**src/rtl/twm_csr.sv**
```systemverilog
module twm_csr #(
  parameter int AW    = 6,
  parameter int DW    = 32,
  parameter int DIVW  = 10,
  parameter int FLTW  = 4,
  parameter int NFLAG = 5,
  parameter int LENW  = 4,
  parameter int MAXB  = 8,
  parameter int SAW   = 10,
  parameter int MCW   = 3
) (
  input  logic            clk,
  input  logic            rst_n,
  input  logic            bus_wr,
  input  logic [AW-1:0]   bus_addr,
  input  logic [DW-1:0]   bus_wdata,
  output logic [DW-1:0]   bus_rdata,
  input  logic [NFLAG-1:0] eng_evt,
  input  logic            eng_busy,
  input  logic            rx_load,
  input  logic [2*DW-1:0] rx_data,
  output logic [FLTW-1:0] sf_filt,
  output logic [DIVW-1:0] sf_div,
  output logic [FLTW-1:0] hs_filt,
  output logic [DIVW-1:0] hs_div,
  output logic [FLTW-1:0] arb_filt,
  output logic [FLTW-1:0] nak_cnt,
  output logic            addr10,
  output logic [MCW-1:0]  mcode,
  output logic            arb_en,
  output logic            hs_mode,
  output logic [1:0]      cmd_type,
  output logic [LENW-1:0] cmd_wlen,
  output logic [LENW-1:0] cmd_rlen,
  output logic            cmd_go,
  output logic [SAW-1:0]  slave_addr,
  output logic [2*DW-1:0] tx_data,
  output logic            irq,
  output logic [2:0]      result
);
  localparam int IW = AW - 2;
  localparam logic [IW-1:0] A_SFC = 0, A_HSC = 1, A_CFG = 2, A_CMD = 3, A_SLA = 4,
                            A_DL = 5, A_DH = 6, A_STS = 7, A_MSK = 8, A_BSY = 9;
  localparam logic [FLTW-1:0] FLT_RST = FLTW'(3);
  localparam logic [DIVW-1:0] DIV_RST = DIVW'(31);
  localparam logic [LENW-1:0] LMAX = LENW'(MAXB);

  logic [IW-1:0]    idx;
  logic             aligned, wr_any;
  logic [NFLAG-1:0] sts_q, msk_q, sts_clr;
  logic [DW-1:0]    dlo_q, dhi_q;
  logic             cmd_ok;
  logic             unused_bits;

  assign idx     = bus_addr[AW-1:2];
  assign aligned = (bus_addr[1:0] == 2'b00);
  assign wr_any  = bus_wr && aligned;
  assign cmd_ok  = wr_any && idx == A_CMD && !eng_busy;
  assign sts_clr = (wr_any && idx == A_STS) ? bus_wdata[NFLAG-1:0] : '0;
  assign unused_bits = ^bus_wdata[DW-1:16];

  function automatic logic [LENW-1:0] sat_len(input logic [LENW-1:0] v);
    return (v > LMAX) ? LMAX : v;
  endfunction

  always_ff @(posedge clk) begin
    if (!rst_n) begin
      sf_filt <= FLT_RST;  sf_div <= DIV_RST;
      hs_filt <= FLT_RST;  hs_div <= DIV_RST;
      arb_filt <= FLT_RST; nak_cnt <= FLT_RST;
      addr10 <= 1'b0; mcode <= '0; arb_en <= 1'b1; hs_mode <= 1'b0;
      cmd_type <= '0; cmd_wlen <= '0; cmd_rlen <= '0; cmd_go <= 1'b0;
      slave_addr <= '0;
      dlo_q <= '0; dhi_q <= '0;
      sts_q <= '0; msk_q <= '0;
    end else begin
      cmd_go <= cmd_ok;
      sts_q  <= (sts_q & ~sts_clr) | eng_evt;
      if (cmd_ok) begin
        cmd_type <= bus_wdata[1:0];
        cmd_wlen <= sat_len(bus_wdata[4 +: LENW]);
        cmd_rlen <= sat_len(bus_wdata[8 +: LENW]);
      end
      if (wr_any) begin
        case (idx)
          A_SFC: begin sf_filt <= bus_wdata[12 +: FLTW]; sf_div <= bus_wdata[DIVW-1:0]; end
          A_HSC: begin hs_filt <= bus_wdata[12 +: FLTW]; hs_div <= bus_wdata[DIVW-1:0]; end
          A_CFG: begin
            arb_filt <= bus_wdata[12 +: FLTW];
            nak_cnt  <= bus_wdata[8 +: FLTW];
            addr10   <= bus_wdata[7];
            mcode    <= bus_wdata[4 +: MCW];
            arb_en   <= bus_wdata[1];
            hs_mode  <= bus_wdata[0];
          end
          A_SLA: slave_addr <= bus_wdata[SAW-1:0];
          A_MSK: msk_q <= bus_wdata[NFLAG-1:0];
          default: ;
        endcase
      end
      if (rx_load) begin
        dlo_q <= rx_data[DW-1:0];
        dhi_q <= rx_data[2*DW-1:DW];
      end else if (wr_any && idx == A_DL) begin
        dlo_q <= bus_wdata;
      end else if (wr_any && idx == A_DH) begin
        dhi_q <= bus_wdata;
      end
    end
  end

  always_comb begin
    bus_rdata = '0;
    if (aligned) begin
      case (idx)
        A_SFC: begin bus_rdata[12 +: FLTW] = sf_filt; bus_rdata[DIVW-1:0] = sf_div; end
        A_HSC: begin bus_rdata[12 +: FLTW] = hs_filt; bus_rdata[DIVW-1:0] = hs_div; end
        A_CFG: begin
          bus_rdata[12 +: FLTW] = arb_filt;
          bus_rdata[8 +: FLTW]  = nak_cnt;
          bus_rdata[7]          = addr10;
          bus_rdata[4 +: MCW]   = mcode;
          bus_rdata[1]          = arb_en;
          bus_rdata[0]          = hs_mode;
        end
        A_CMD: begin
          bus_rdata[1:0]      = cmd_type;
          bus_rdata[4 +: LENW] = cmd_wlen;
          bus_rdata[8 +: LENW] = cmd_rlen;
        end
        A_SLA: bus_rdata[SAW-1:0] = slave_addr;
        A_DL:  bus_rdata = dlo_q;
        A_DH:  bus_rdata = dhi_q;
        A_STS: bus_rdata[NFLAG-1:0] = sts_q;
        A_MSK: bus_rdata[NFLAG-1:0] = msk_q;
        A_BSY: bus_rdata[0] = eng_busy;
        default: ;
      endcase
    end
  end

  assign tx_data = {dhi_q, dlo_q};
  assign irq = |(sts_q & msk_q);

  always_comb begin
    if (sts_q[1])      result = 3'd5;
    else if (sts_q[2]) result = 3'd4;
    else if (sts_q[3]) result = 3'd3;
    else if (sts_q[4]) result = 3'd2;
    else               result = 3'd0;
  end
endmodule


```
**config.mk**
```make
export PLATFORM = sky130hd
export DESIGN_NAME = twm_csr
export DESIGN_NICKNAME = d
export VERILOG_FILES = /design/src/rtl/twm_csr.sv
export SDC_FILE = /design/constraint.sdc
export NUM_CORES = 1
export LEC_CHECK = 0
export ABC_CLOCK_PERIOD_IN_PS = 1980
export BUFFER_PORTS_ARGS = -buffer_cell sky130_fd_sc_hd__buf_2
export CAP_MARGIN = 30
export CORE_ASPECT_RATIO = 1.2
export CORE_UTILIZATION = 25
export DETAILED_ROUTE_END_ITERATION = 12
export PLACE_DENSITY = 0.59
export SYNTH_ARGS = -nofsm -noshare
export SYNTH_HDL_FRONTEND = slang
export SYNTH_SLANG_ARGS = --single-unit
```
**constraint.sdc**
```tcl
create_clock -name clk -period 1.98 [get_ports clk]
set_clock_uncertainty 0.15 [all_clocks]
set_input_delay 0.099 -clock clk [delete_from_list [all_inputs] [get_ports clk]]
set_output_delay 0.099 -clock clk [all_outputs]
set_load 0.005 [all_outputs]
```
==> impl_table.tex, run 1 <==
\begin{tabular}{lr}
\hline
Metric & Value \\
\hline
\multicolumn{2}{l}{\textbf{Yosys}} \\
\quad Largest cells by area after synthesis & sky130\_fd\_sc\_hd\_\_dfxtp\_1 42\%, sky130\_fd\_sc\_hd\_\_nand2\_1 11\%, sky130\_fd\_sc\_hd\_\_a311oi\_1 8.6\% \\
\quad \#FFs+latches synth & 137 \\
\quad Synthesized area divided by synthesized cell count & about 7.7 um2 \\
\quad Most frequent cell after synthesis & sky130\_fd\_sc\_hd\_\_nand2\_1 \\
\quad Sequential element share of the synthesized area & 42.2\% \\
\quad Primary FF master, synth & sky130\_fd\_sc\_hd\_\_dfxtp\_1 \\
\quad Top cells by instance count after synthesis & 191 x sky130\_fd\_sc\_hd\_\_nand2\_1, 137 x sky130\_fd\_sc\_hd\_\_dfxtp\_1, 97 x sky130\_fd\_sc\_hd\_\_nor2\_1 \\
\quad Syn Nets & 955 \\
\quad Post-Syn Area & roughly 6500 um2 \\
\quad Synth cell types & 44 \\
\quad Share of Yosys cell area claimed by the top area cell type & 42.2\% \\
\quad Synth warnings & 0 \\
\quad Proportion of register bits with asynchronous set or reset after synthesis & 0\% \\
\quad Number of enable-type register cells in the synthesized netlist & 0 \\
\quad Syn Inst Count & 843 \\
\quad Largest area contributor in the netlist & sky130\_fd\_sc\_hd\_\_dfxtp\_1 \\
\multicolumn{2}{l}{\textbf{Routing}} \\
\quad Vias per std cell & 5.19 \\
\quad Total number of vias & 8284 \\
\quad Mean routed wirelength per cell & 18.6 um \\
\quad ANT nets after route & 0 \\
\quad DRT Wirelength & 29700 um \\
\quad Pre-Repair DR Iteration Count & 8 \\
\quad Number of remaining DRC errors & 0 \\
\quad DRT iter0 DRCs & 639 \\
\multicolumn{2}{l}{\textbf{Power}} \\
\quad Power spent charging and discharging nets & 1.92 mW \\
\quad Relative contribution of sequential cells to total power & 39.6\% \\
\quad Power Total & 7.51 mW \\
\quad Internal Dissipation & roughly 5.6 mW \\
\quad Clk network pwr share & 46.4\% \\
\quad Static Leak & 4.65 nW \\
\quad PD cells & 704 nW/um2 \\
\quad Part of the total power dissipated in combinational logic & approximately 14\% \\
\quad Switching power as a share of total power & roughly a quarter \\
\quad Worst supply voltage drop on vdd & 0.000479 V \\
\multicolumn{2}{l}{\textbf{Timing}} \\
\quad Pins Over Slew Limit & 0 \\
\quad Upper clock frequency limit & 518 MHz \\
\quad Setup slack of the critical path after layout & 48.5 ps \\
\quad Max\_slew headroom & 60.5\% \\
\quad Part of the cycle the worst path needs & 97.6\% \\
\quad Least-Margin Pin Slew & $\sim$590 ps \\
\quad Post-layout minimum cycle time & 1930 ps \\
\quad Hold Fails Final Rpt & 0 \\
\quad Number of failing setup endpoints in the final timing report & 0 \\
\multicolumn{2}{l}{\textbf{Layout}} \\
\quad Final core area utilization & 41.8\% \\
\quad Layout overhead on the synthesized area & 64.1\% \\
\quad \# nets final & 1363 \\
\quad Fraction of layout instances using a drive strength above 1 & 30.0\% \\
\quad Final instance area & 10700 um2 \\
\quad Number of standard cells in the layout, taps in and fillers out & between 1500 and 2000 \\
\multicolumn{2}{l}{\textbf{Floorplanning}} \\
\quad DIE AREA & 26700 um2 \\
\quad Die boundary width & 149 um \\
\quad Vertical die dimension & about 180 um \\
\quad Core Region & 25500 um2 \\
\quad I/O pin cnt & 275 \\
\quad Cell row count & 64 \\
\quad Initial Util & approximately 25\% \\
\multicolumn{2}{l}{\textbf{Clocking}} \\
\quad Worst-Skew Late Latency & between 400 and 500 ps \\
\quad Total clock buffers created by CTS & 17 \\
\quad CTS tree & yes \\
\quad Max H-tree Level & 4 \\
\quad Clock-pin slew on the worst setup and hold paths & roughly 60 ps \\
\quad Clk Tree Root Cell & sky130\_fd\_sc\_hd\_\_clkbuf\_16 \\
\quad Number of sinks driven by the clock tree & 137 \\
\quad Clock Tree Buf Depth & 2 \\
\multicolumn{2}{l}{\textbf{Worst setup path}} \\
\quad Number of cells on the worst reg-to-reg path & 3 \\
\quad Startpoint types & flip-flop \\
\quad Crit. End Element & output port \\
\quad Kind of critical path & reg2out \\
\quad Crit path required time & 1730 ps \\
\quad Data arrival time of the worst path & 1680 ps \\
\quad Biggest fanout along the worst timing path & 3 \\
\multicolumn{2}{l}{\textbf{Job}} \\
\quad Number of max-capacitance violations reported & 0 \\
\multicolumn{2}{l}{\textbf{Hold path}} \\
\quad Class of the worst hold path & in2reg \\
\quad Cells on Worst Hold Path & 5 \\
\multicolumn{2}{l}{\textbf{GRT}} \\
\quad Pin count of the biggest net entering global routing & 114 \\
\quad Vias in the first global route & 7875 \\
\quad Aggregate global routing overflow & 0 \\
\quad GRT Util Overall & between 20\% and 30\% \\
\quad Wire length of the first global-routing pass & between 40000 and 50000 um \\
\quad Number of antenna violations at the first check in global routing & 2 \\
\multicolumn{2}{l}{\textbf{Placed design}} \\
\quad Count of port buffers added during placement & 274 \\
\quad Routability congestion estimate from global placement & 0.897 \\
\quad HPWL Detailed & 20300 um \\
\quad Standard cell area after detailed placement & 8450 um2 \\
\quad DP Cell Count & 1408 \\
\quad Setup slack after placement & 91.7 ps \\
\multicolumn{2}{l}{\textbf{Outcome}} \\
\quad Result of the run & finished, final reports clean \\
\hline
\end{tabular}
power by group through the flow:
| stage | clock [mW] | sequential [mW] | combinational [mW] |
|---|---|---|---|
| floorplan | 0 | 3.00 | 0.355 |
| global placement | 0 | 3.03 | 0.765 |
| detailed placement | 0 | 3.03 | 0.771 |
| CTS | 3.54 | 2.97 | 1.03 |
| global route | 3.67 | 2.98 | 1.14 |
| finish | 3.48 | 2.97 | 1.06 |
per-stage QoR:
step           TNS, ps  hold slack, ps
4_1_cts              0             185
5_1_grt          -2.11             224
6_report             0             190
3_5_place_dp         0             169
2_1_floorplan        0            72.8
3_3_place_gp         0             164
cell type report:
class | count | area [um2]
clock inverter | 11 | 169
tap | 330 | 413
clock buffer | 21 | 460
timing repair buffer | 473 | 3400
antenna | 1 | 2.50
inverter | 3 | 15.0
fill | 2596 | 14900
sequential | 137 | 2750
multi-input combinational | 619 | 3460
layout by cell type (no fill, tap or decap), types with 5 or more instances in the layout:
| cell | instances |
|---|---|
| sky130_fd_sc_hd__nand3_1 | 89 |
| sky130_fd_sc_hd__clkbuf_16 | 18 |
| sky130_fd_sc_hd__a222oi_1 | 13 |
| sky130_fd_sc_hd__a31oi_1 | 10 |
| sky130_fd_sc_hd__dfxtp_1 | 133 |
| sky130_fd_sc_hd__dlygate4sd3_1 | 148 |
| sky130_fd_sc_hd__mux2i_1 | 11 |
| sky130_fd_sc_hd__nor2_1 | 97 |
| sky130_fd_sc_hd__or3b_1 | 6 |
| sky130_fd_sc_hd__o21a_1 | 5 |
| sky130_fd_sc_hd__buf_12 | 11 |
| sky130_fd_sc_hd__buf_2 | 272 |
| sky130_fd_sc_hd__a21oi_1 | 47 |
| sky130_fd_sc_hd__a311oi_1 | 62 |
| sky130_fd_sc_hd__buf_4 | 37 |
| sky130_fd_sc_hd__a22oi_1 | 38 |
| sky130_fd_sc_hd__nand2_1 | 191 |
kinds of logic after synthesis:
| group | Yosys count | share of synthesized area, % |
|---|---|---|
| AO/OA/AOI/OAI | 197 | 22.5 |
| buffers and inverters | 87 | 5.50 |
| AND/OR/NAND/NOR | 407 | 27.5 |
| flip-flops | 137 | 42.2 |
| XOR/XNOR | 1 | 0.135 |
| multiplexers | 14 | 2.21 |
worst max-delay path: stages, from the launching register on:
cell	delay [ps]
sky130_fd_sc_hd__dfxtp_1	350
sky130_fd_sc_hd__a22o_1	220
sky130_fd_sc_hd__a222oi_1	360
sky130_fd_sc_hd__a31oi_1	170
sky130_fd_sc_hd__buf_2	160
per-layer routing:
| metal | routed length, um | vias up | global-route usage, % | share of wire, % |
|---|---|---|---|---|
| li1 | - | 3862 | - | - |
| met1 | 12500 | 3975 | 27.0 | 42 |
| met2 | 14200 | 390 | 35.7 | 48 |
| met3 | 2090 | 55 | 5.32 | 7.0 |
| met4 | 882 | 2 | 9.44 | 3.0 |
| met5 | 13 | - | 0 | 0.044 |
final timing paths:
path	startpoint	endpoint	slack (ps)
worst max-delay path	msk_q[1]	bus_rdata[1]	50
worst max register to register	dhi_q[5]	dhi_q[5]	350
worst min register to register	sf_div[9]	sf_div[9]	320
worst min-delay path	bus_addr[3]	dlo_q[5]	190
repair_timing:
item,CTS,global route
hold buffers,148,0
gates resized for setup,0,11
endpoints found under the setup margin,0,60
buffers inserted,0,5
hold endpoints to repair,136,0
sequential cells by signal, indices dropped and copies added (netlist names), 5 cells and up:
| register | count |
|---|---|
| dhi_q | 32 |
| dlo_q | 32 |
| hs_div | 10 |
| msk_q | 5 |
| sf_div | 10 |
| slave_addr | 10 |
| sts_q | 5 |
No activity file was read; power rests on OpenSTA's default activity.
==> run 2: changes to the inputs <==
--- a/config.mk
+++ b/config.mk
@@ -11,7 +11,6 @@
 export CORE_ASPECT_RATIO = 1.2
 export CORE_UTILIZATION = 25
 export DETAILED_ROUTE_END_ITERATION = 12
-export PLACE_DENSITY = 0.59
 export SYNTH_ARGS = -nofsm -noshare
 export SYNTH_HDL_FRONTEND = slang
 export SYNTH_SLANG_ARGS = --single-unit
==> run 2 against run 1 <==
The run now ends with negative setup slack left. Combinational power barely moved. Clock power about the same. Critical endpoint is now bus_rdata[0]. Critical path type unchanged. Utilization up 0.059 points. Sequential cell count is the same. Hold slack got worse by 38 ps. Setup slack got worse by 85 ps. Sequential share of layout area shrank 0.060 points. First-iteration DRC count shrank 9.4%. Critical path depth stayed put. Highest routed layer is now met4. Final cell count about the same. Final area up 0.14%.
==> impl_table.tex, run 2 (synthesized netlist as in run 1, its figures left out) <==
\begin{tabular}{lr}
\hline
Metric & Value \\
\hline
\multicolumn{2}{l}{\textbf{Placed design}} \\
\quad Count of port buffers added during placement & between 200 and 300 \\
\quad HPWL Detailed & about 20000 um \\
\quad Standard cell area after detailed placement & 8450 um2 \\
\quad Setup slack after placement & 102 ps \\
\quad DP Cell Count & 1406 \\
\quad Routability congestion estimate from global placement & roughly 0.90 \\
\multicolumn{2}{l}{\textbf{Worst setup path}} \\
\quad Number of cells on the worst reg-to-reg path & 3 \\
\quad Data arrival time of the worst path & roughly 1800 ps \\
\quad Crit Reg-Reg Endpoint & dlo\_q[5] \\
\quad Startpoint of the most critical register-to-register path & dlo\_q[5] \\
\quad Kind of critical path & reg2out \\
\quad Setup slack of the most critical reg-to-reg path & 370 ps \\
\quad Crit path required time & 1730 ps \\
\quad Biggest fanout along the worst timing path & 3 \\
\quad Startpoint types & flip-flop \\
\quad Crit. End Element & output port \\
\multicolumn{2}{l}{\textbf{Routing}} \\
\quad DRT Wirelength & roughly 30000 um \\
\quad Pre-Repair DR Iteration Count & 5 \\
\quad DRT iter0 DRCs & 579 \\
\quad Total number of vias & approximately 8300 \\
\quad Mean routed wirelength per cell & 18.6 um \\
\quad ANT nets after route & 0 \\
\quad Number of remaining DRC errors & 0 \\
\quad Vias per std cell & 5.18 \\
\multicolumn{2}{l}{\textbf{Timing}} \\
\quad Part of the cycle the worst path needs & 102\% \\
\quad Final-layout setup total negative slack & -36.7 ps \\
\quad Post-layout minimum cycle time & 2020 ps \\
\quad Upper clock frequency limit & approximately 500 MHz \\
\quad Unrepaired setup endpoints after global routing & yes \\
\quad Hold Fails Final Rpt & 0 \\
\quad Worst hold slack & 153 ps \\
\quad Pins Over Slew Limit & 0 \\
\quad Setup slack of the critical path after layout & -36.7 ps \\
\quad Max\_slew headroom & 67.7\% \\
\quad Least-Margin Pin Slew & 484 ps \\
\quad Number of failing setup endpoints in the final timing report & 1 \\
\multicolumn{2}{l}{\textbf{Clocking}} \\
\quad CTS tree & yes \\
\quad Clock Tree Buf Depth & 2 \\
\quad Worst-Skew Late Latency & between 400 and 500 ps \\
\quad Total clock buffers created by CTS & 17 \\
\quad Number of sinks driven by the clock tree & about 140 \\
\quad Clock-pin slew on the worst setup and hold paths & 60 ps \\
\quad Clk Tree Root Cell & sky130\_fd\_sc\_hd\_\_clkbuf\_16 \\
\quad Max H-tree Level & 4 \\
\multicolumn{2}{l}{\textbf{Floorplanning}} \\
\quad Vertical die dimension & 179 um \\
\quad Core Region & 25500 um2 \\
\quad DIE AREA & 26700 um2 \\
\quad Initial Util & 25.5\% \\
\quad I/O pin cnt & 275 \\
\quad Die boundary width & 149 um \\
\quad Cell row count & 64 \\
\multicolumn{2}{l}{\textbf{Layout}} \\
\quad Number of standard cells in the layout, taps in and fillers out & 1596 \\
\quad Layout overhead on the synthesized area & 64.3\% \\
\quad Top flop regs & dhi\_q x32, dlo\_q x32 \\
\quad Commonest cells after routing, fill and taps aside & 271 x sky130\_fd\_sc\_hd\_\_buf\_2, 191 x sky130\_fd\_sc\_hd\_\_nand2\_1, 152 x sky130\_fd\_sc\_hd\_\_dlygate4sd3\_1 \\
\quad \# nets final & 1364 \\
\quad Fraction of layout instances using a drive strength above 1 & just under 30\% \\
\quad Final instance area & around 11000 um2 \\
\quad Leading cell type in the layout, fill and taps excluded & sky130\_fd\_sc\_hd\_\_buf\_2 \\
\quad Final core area utilization & about two fifths \\
\multicolumn{2}{l}{\textbf{Hold path}} \\
\quad Cells on Worst Hold Path & 3 \\
\quad Min-Delay Endpoint & dhi\_q[29] \\
\quad Class of the worst hold path & in2reg \\
\quad Hold Path Origin & rst\_n \\
\multicolumn{2}{l}{\textbf{GRT}} \\
\quad Number of antenna violations at the first check in global routing & 0 \\
\quad Aggregate global routing overflow & 0 \\
\quad Pin count of the biggest net entering global routing & 52 \\
\quad Wire length of the first global-routing pass & 44700 um \\
\quad Vias in the first global route & 7904 \\
\quad GRT Util Overall & approximately 22\% \\
\multicolumn{2}{l}{\textbf{Power}} \\
\quad Worst supply voltage drop on vdd & 0.000480 V \\
\quad Static Leak & 4.66 nW \\
\quad PD cells & approximately 700 nW/um2 \\
\quad Power Total & 7.52 mW \\
\multicolumn{2}{l}{\textbf{Outcome}} \\
\quad Violations in the final reports & negative setup slack \\
\quad Result of the run & complete, but fails checks \\
\multicolumn{2}{l}{\textbf{Job}} \\
\quad Number of max-capacitance violations reported & 0 \\
\hline
\end{tabular}
-- run 2: how the worst max path moves through the flow --
stage / endpoint / depth (start not counted) / startpoint / slack, ps
after floorplan: slave_addr[0] / 7 / bus_addr[5] / 450
after global placement: cmd_rlen[2] / 5 / bus_addr[5] / 160
after detailed placement: cmd_rlen[2] / 5 / bus_addr[5] / 100
after CTS: bus_rdata[0] / 4 / msk_q[0] / 5
after global routing: bus_rdata[0] / 4 / msk_q[0] / -60
final: bus_rdata[0] / 4 / msk_q[0] / -40
-- run 2: critical path, cell delays in order (launching register included) --
cell and delay (ps):
sky130_fd_sc_hd__dfxtp_2 340, sky130_fd_sc_hd__a22o_1 210, sky130_fd_sc_hd__a222oi_1 390, sky130_fd_sc_hd__a31oi_1 230
sky130_fd_sc_hd__buf_2 180
-- run 2: final cells by class --
type                       instances  area [um2]
clock buffer                      18         429
tap                              330         413
fill                            2518       14900
antenna                            1        2.50
timing repair buffer             474        3430
multi-input combinational        619        3460
inverter                           3        15.0
sequential                       137        2750
clock inverter                    14         196
-- run 2: report_power, final --
part           internal, mW  total [mW]  leakage, nW  switching [mW]
Clock                  2.12        3.48        0.303            1.36
Sequential             2.86        2.97         1.12           0.103
Combinational         0.557        1.07         3.24           0.509
-- run 2: what timing repair did --
action,CTS,global route
gates cloned,0,1
hold buffers,152,0
buffers inserted,0,4
resized for setup,0,11
endpoints found under the hold margin,136,0
setup endpoints to repair,1,25
pin swaps,2,7
-- run 2: routing by layer --
metal	share of wire (%)	vias up	global-route usage, %	wire (um)
met5	0	-	0	0
li1	-	3868	-	-
met3	6.3	80	3.16	1860
met1	43	3895	28.2	12800
met2	47	424	35.4	13900
met4	3.9	0	11.4	1160
